## config.mk

```make
export PLATFORM = sky130hd
export DESIGN_NAME = mem_prot_filter
export DESIGN_NICKNAME = d
export VERILOG_FILES = /design/src/rtl/mem_prot_filter.sv
export SDC_FILE = /design/constraint.sdc
export NUM_CORES = 2
export LEC_CHECK = 0
export ABC_AREA = 1
export BUFFER_PORTS_ARGS = -buffer_cell sky130_fd_sc_hd__buf_2
export CAP_MARGIN = 30
export CORE_MARGIN = 5
export CORE_UTILIZATION = 50
export CTS_BUF_LIST = sky130_fd_sc_hd__clkbuf_8
export DETAILED_ROUTE_END_ITERATION = 8
export PLACE_DENSITY_LB_ADDON = 0.25
export SYNTH_ARGS = -nofsm -noshare
export SYNTH_HDL_FRONTEND = slang
export SYNTH_SLANG_ARGS = --single-unit
```

## constraint.sdc

```tcl
create_clock -name clk -period 7.9 [get_ports clk]
set_input_delay 0.79 -clock clk [delete_from_list [all_inputs] [get_ports clk]]
set_output_delay 0.79 -clock clk [all_outputs]
set_load 0.02 [all_outputs]
```

## src/rtl/mem_prot_filter.sv

```systemverilog
module mem_prot_filter #(
  parameter int NUM_RULES    = 20,
  parameter int NUM_PORTS    = 10,
  parameter int ADDR_W       = 32,
  parameter int REGION_SHIFT = 20,
  parameter int ID_W         = 12,
  parameter int CFG_W        = 32,
  localparam int PORT_W      = $clog2(NUM_PORTS)
) (
  input  logic              clk,
  input  logic              rst,
  input  logic              cfg_we,
  input  logic [2:0]        cfg_addr,
  input  logic [CFG_W-1:0]  cfg_wdata,
  output logic [CFG_W-1:0]  cfg_rdata,
  input  logic              req_valid,
  input  logic [ADDR_W-1:0] req_addr,
  input  logic [ID_W-1:0]   req_id,
  input  logic [PORT_W-1:0] req_port,
  input  logic              req_secure,
  output logic              resp_valid,
  output logic              resp_allow
);

  localparam int RGN_W   = ADDR_W - REGION_SHIFT;
  localparam int SEL_W   = 5;
  localparam int BIT_COMMIT = 5;
  localparam int BIT_LOAD   = 6;
  localparam int VLD_BIT = 2;
  localparam int PM_LSB  = 3;
  localparam int RES_BIT = PM_LSB + NUM_PORTS;
  localparam int DAT_W   = RES_BIT + 1;

  localparam logic [2:0] OFS_CTL  = 3'd0;
  localparam logic [2:0] OFS_BND  = 3'd1;
  localparam logic [2:0] OFS_IDS  = 3'd2;
  localparam logic [2:0] OFS_ATTR = 3'd3;
  localparam logic [2:0] OFS_DFLT = 3'd4;

  logic [SEL_W-1:0]     sel_q;
  logic [2*RGN_W-1:0]   stg_bnd;
  logic [2*ID_W-1:0]    stg_ids;
  logic [DAT_W-1:0]     stg_attr;
  logic [NUM_PORTS-1:0] dflt_q;

  logic [2*RGN_W-1:0]   tbl_bnd  [NUM_RULES];
  logic [2*ID_W-1:0]    tbl_ids  [NUM_RULES];
  logic [DAT_W-1:0]     tbl_attr [NUM_RULES];

  logic [NUM_RULES-1:0] rule_vld;
  logic [NUM_RULES-1:0] hit;

  wire              wr_ctl  = cfg_we && (cfg_addr == OFS_CTL);
  wire [SEL_W-1:0]  cmd_idx = cfg_wdata[SEL_W-1:0];
  wire              idx_ok  = int'(cmd_idx) < NUM_RULES;
  wire              do_commit = wr_ctl && cfg_wdata[BIT_COMMIT] && idx_ok;
  wire              do_load   = wr_ctl && cfg_wdata[BIT_LOAD] && !cfg_wdata[BIT_COMMIT] && idx_ok;

  wire [RGN_W-1:0]  req_rgn = req_addr[ADDR_W-1 -: RGN_W];
  wire              port_ok = int'(req_port) < NUM_PORTS;

  always_ff @(posedge clk) begin
    if (rst) begin
      sel_q    <= '0;
      stg_bnd  <= '0;
      stg_ids  <= '0;
      stg_attr <= '0;
      dflt_q   <= '0;
    end else if (do_load) begin
      sel_q    <= cmd_idx;
      stg_bnd  <= tbl_bnd[cmd_idx];
      stg_ids  <= tbl_ids[cmd_idx];
      stg_attr <= tbl_attr[cmd_idx];
    end else if (cfg_we) begin
      case (cfg_addr)
        OFS_CTL:  sel_q    <= cmd_idx;
        OFS_BND:  stg_bnd  <= cfg_wdata[2*RGN_W-1:0];
        OFS_IDS:  stg_ids  <= cfg_wdata[2*ID_W-1:0];
        OFS_ATTR: stg_attr <= cfg_wdata[DAT_W-1:0];
        OFS_DFLT: dflt_q   <= cfg_wdata[NUM_PORTS-1:0];
        default: ;
      endcase
    end
  end

  always_comb begin
    cfg_rdata = '0;
    case (cfg_addr)
      OFS_CTL:  cfg_rdata[SEL_W-1:0]   = sel_q;
      OFS_BND:  cfg_rdata[2*RGN_W-1:0] = stg_bnd;
      OFS_IDS:  cfg_rdata[2*ID_W-1:0]  = stg_ids;
      OFS_ATTR: cfg_rdata[DAT_W-1:0]   = stg_attr;
      OFS_DFLT: cfg_rdata[NUM_PORTS-1:0] = dflt_q;
      default: ;
    endcase
  end

  for (genvar i = 0; i < NUM_RULES; i++) begin : g_rule
    always_ff @(posedge clk) begin
      if (rst) begin
        tbl_bnd[i]  <= '0;
        tbl_ids[i]  <= '0;
        tbl_attr[i] <= '0;
      end else if (do_commit && cmd_idx == SEL_W'(i)) begin
        tbl_bnd[i]  <= stg_bnd;
        tbl_ids[i]  <= stg_ids;
        tbl_attr[i] <= stg_attr;
      end
    end

    wire [RGN_W-1:0]     lo_rgn = tbl_bnd[i][RGN_W-1:0];
    wire [RGN_W-1:0]     hi_rgn = tbl_bnd[i][2*RGN_W-1:RGN_W];
    wire [ID_W-1:0]      lo_id  = tbl_ids[i][ID_W-1:0];
    wire [ID_W-1:0]      hi_id  = tbl_ids[i][2*ID_W-1:ID_W];
    wire [NUM_PORTS-1:0] pmask  = tbl_attr[i][PM_LSB +: NUM_PORTS];
    wire                 sec_ok = req_secure ? tbl_attr[i][0] : tbl_attr[i][1];

    assign rule_vld[i] = tbl_attr[i][VLD_BIT];
    assign hit[i] = rule_vld[i] && port_ok && pmask[req_port] && sec_ok &&
                    (req_rgn >= lo_rgn) && (req_rgn <= hi_rgn) &&
                    (req_id >= lo_id) && (req_id <= hi_id);
  end

  logic deny_nxt;
  always_comb begin
    deny_nxt = port_ok ? dflt_q[req_port] : 1'b1;
    for (int i = NUM_RULES - 1; i >= 0; i--)
      if (hit[i]) deny_nxt = tbl_attr[i][RES_BIT];
  end

  always_ff @(posedge clk) begin
    if (rst) begin
      resp_valid <= 1'b0;
      resp_allow <= 1'b0;
    end else begin
      resp_valid <= req_valid;
      resp_allow <= req_valid && !deny_nxt;
    end
  end

endmodule

```

==> reports/qor.csv <==
stage;metric;value;unit
outcome;outcome;complete, no violations;
power_and_ir_drop;cellLeakagePower;34.95;nW
die;die_w;410.7;microns
critical_path;timing.rr.start;tbl_attr[11][8];
cts;post_cts_buffers;0;
min_path;hold_path.class;in2reg;
min_path;whs_endpoint;dflt_q[6];
yosys;syn_inst;8568;
drt;wirelength;305400;microns
yosys;synth_edf_count;1240;
layout;syn2layout_area_growth;9.665;%
place;dpl.hpwl;203700;microns
critical_path;worstPathRequired;8.52;ns
cts;clk-insertion-delay-late;1.02;ns
grt;first_global_vias;66880;
place;place_area;83770;sq um
yosys;postSynthAreaPerCell;9.371;sq um
critical_path;start_kind;input port;
power_and_ir_drop;powerDensity;184.9;nW/um^2
min_path;hold_depth;3;
cts;cts.sinks;1319;
place;io_buffers;85;
critical_path;reg2reg_slack;3.83;ns
critical_path;r2r-end;resp_allow;
die;die_y;410.7;microns
layout;drive_above_1_share;0.07250;
drt;drcViolationCount;0;
layout;layout.cells.non_filler;10900;
critical_path;path_class;in2reg;
sta;hold_viol_final;0;
yosys;ys.flop_type;edfxtp_1;
layout;fill_cells;14090;
cts;root_buffer;clkbuf_8;
grt;grt_pass1_wl;437300;microns
min_path;min_from;cfg_wdata[6];
die;core;160200;sq um
critical_path;cp-end-kind;flip-flop;
drt;wl_per_cell;28.02;microns
layout;final_cell_area;88050;sq um
place;gp_congestion;1.010;
die;fp.dieArea;168700;sq um
layout;nets;9597;
sta;max_freq;224.3;MHz
grt;grt_usage;0.3528;
yosys;ys_ff_latch;1319;
drt;first_pass_iters;6;
die;io_pins;122;
sta;fin_skew;0.06761;ns
drt;drtIter0Drc;9501;
power_and_ir_drop;total_power;0.01628;W
cts;htreeDepth;4;
sta;tightestPinTransition;1.182;ns
grt;antenna_found_initial;18;
cts;postCtsHoldBufs;0;
sta;fin_tns_setup;0;ns
place;dpl.cell_count;10480;
sta;grt_setup_unrepaired;false;
drt;vias_per_cell;6.325;
critical_path;rr_worst_depth;23;
die;rows;147;
sta;fin_crit;4.459;ns
yosys;ys_types;59;
critical_path;critPathArrivalTime;5.07;ns
sta;slew_headroom;0.2114;
layout;fin_util;0.5496;
power_and_ir_drop;irDropWorstVdd;0.1356;mV
grt;grt_remaining_overflow;0;
cts;cts.repair.resized;0;
grt;grt_max_degree;125;
cts;clk_pin_slew;0.06;ns
drt;ant_nets;0;
sta;min_period_over_period;0.5644;
yosys;ys_seq_area_frac;0.4834;
sta;setup_viol;0;
cts;clockBufferDepth;3;
critical_path;worst-path-max-fanout;24;
die;initial_core_util;0.5012;
sta;slew_viol_final;0;
yosys;synthesis.area;80290;sq um
cts;cts_buffers;224;
yosys;yosysWarnings;0;
yosys;synthArstFlopShare;0;
drt;dr_total_vias;68950;
cts;tritoncts;built;
flow_run;maxCapViolCount;0;
-- metrics by stage --
| stage | hold WS [ns] | setup slack (ns) |
|---|---|---|
| 2_1_floorplan | 0.4380 | 0.7665 |
| 6_report | 0.1163 | 3.441 |
| 4_1_cts | 0.06015 | 3.677 |
| 3_5_place_dp | 0.4594 | 2.625 |
| 5_1_grt | 0.08624 | 3.398 |
| 3_3_place_gp | 0.4525 | 2.653 |
-- worst max-delay path, stage by stage --
cell	delay, ns
buf_2	0.14
nor3_2	0.61
nand2_1	0.42
nor2_1	0.29
nand2_1	0.28
nor2_1	0.68
inv_1	0.36
o21ai_4	0.90
buf_4	0.54
-- power by group --
part / total (W) / switching (W) / leakage, nW / internal [W]
registers: 0.00795 / 0.0000875 / 13.4 / 0.00786
logic: 0.00241 / 0.00174 / 19.1 / 0.000673
clock network: 0.00593 / 0.00298 / 2.43 / 0.00294
-- synthesized netlist by cell type (4+ instances only) --
library cell,instances,area share
nand3_1,183,0.011
o21a_1,16,0.0015
o211ai_1,74,0.0069
a211oi_1,47,0.0044
a221oi_1,44,0.0048
o2111ai_1,18,0.0020
edfxtp_1,1240,0.46
nand3b_1,28,0.0026
o221a_2,17,0.0024
inv_2,4,0.00019
nand2_1,577,0.027
o41ai_1,9,0.00098
o21bai_1,32,0.0030
a2111oi_0,5,0.00055
a21oi_1,568,0.035
a21boi_0,6,0.00056
a31oi_1,51,0.0040
nand4_1,155,0.012
clkbuf_1,431,0.020
nor2_1,1428,0.067
inv_1,1269,0.059
buf_4,14,0.0013
mux2i_1,10,0.0012
a22oi_1,132,0.012
a22o_1,9,0.00098
o21ai_1,8,0.00050
o21ai_0,482,0.030
a21o_1,16,0.0015
nor4_1,9,0.00070
ha_1,960,0.15
o221ai_1,43,0.0047
o311ai_0,25,0.0027
or3_1,5,0.00039
buf_1,40,0.0019
a21oi_2,4,0.00044
buf_6,16,0.0022
clkinv_1,4,0.00019
buf_2,13,0.00081
o22ai_1,448,0.035
nor3_1,17,0.0011
dfxtp_1,79,0.020
-- layout by cell type, fill, tap and decap left out, types with 85 or more instances in the layout --
cell type  Yosys  routed
o21ai_0      482     462
a22oi_1      132     132
nand4_1      155     155
ha_1         960     960
nor2_1      1428    1423
o22ai_1      448     448
edfxtp_1    1240    1240
clkbuf_8       0     250
inv_1       1269    1339
a21oi_1      568     566
buf_4         14     140
nand2_1      577     576
buf_2         13      85
nand3_1      183     163
-- cell families (layout without fill, tap and decap cells) --
kind of cell | count (synthesis) | after routing | share of synthesized area
mux | 10 | 10 | 0.001247
other cells | 1 | 19 | 0.00004670
fa+ha+maj | 960 | 960 | 0.1496
compound gates | 2068 | 2068 | 0.1561
buf+inv | 1791 | 1947 | 0.08608
simple gates | 2419 | 2419 | 0.1234
flops | 1319 | 1319 | 0.4834
-- worst max-delay path by stage --
stage,from,endpoint,cells after the start
final,cfg_addr[2],tbl_ids[13][23],9
after global routing,req_port[0],resp_allow,25
after CTS,cfg_addr[2],tbl_ids[8][6],10
after detailed placement,cfg_addr[2],tbl_attr[8][10],10
after global placement,cfg_addr[2],tbl_ids[15][12],9
after floorplan,cfg_addr[2],tbl_attr[16][0],6
-- metal layers --
metal | track usage | wire (microns) | vias to the layer above
met5 | 0 | 22 | -
met4 | 0.2099 | 21350 | 4
met3 | 0.09686 | 40720 | 1089
met2 | 0.5316 | 130400 | 4841
met1 | 0.4556 | 113000 | 32870
li1 | - | - | 30150
-- cell type report --
type | instances | area, sq um | area share
antenna | 11 | 27.53 | 0.0003126
timing repair buffer | 262 | 2381 | 0.02704
clock inverter | 158 | 719.4 | 0.008171
multi-input combinational | 5465 | 35150 | 0.3991
sequential | 1319 | 38820 | 0.4408
clock buffer | 250 | 3441 | 0.03908
inverter | 1277 | 4818 | 0.05472
tap | 2160 | 2703 | 0.03069
-- state kept, by name, summed over array words and instances, names as in the netlist --
register	cells
dflt_q	10
resp_allow	1
resp_valid	1
sel_q	5
stg_attr	14
stg_bnd	24
stg_ids	24
tbl_attr	280
tbl_bnd	480
tbl_ids	480
Note: power is estimated with default switching activity, not from simulation.
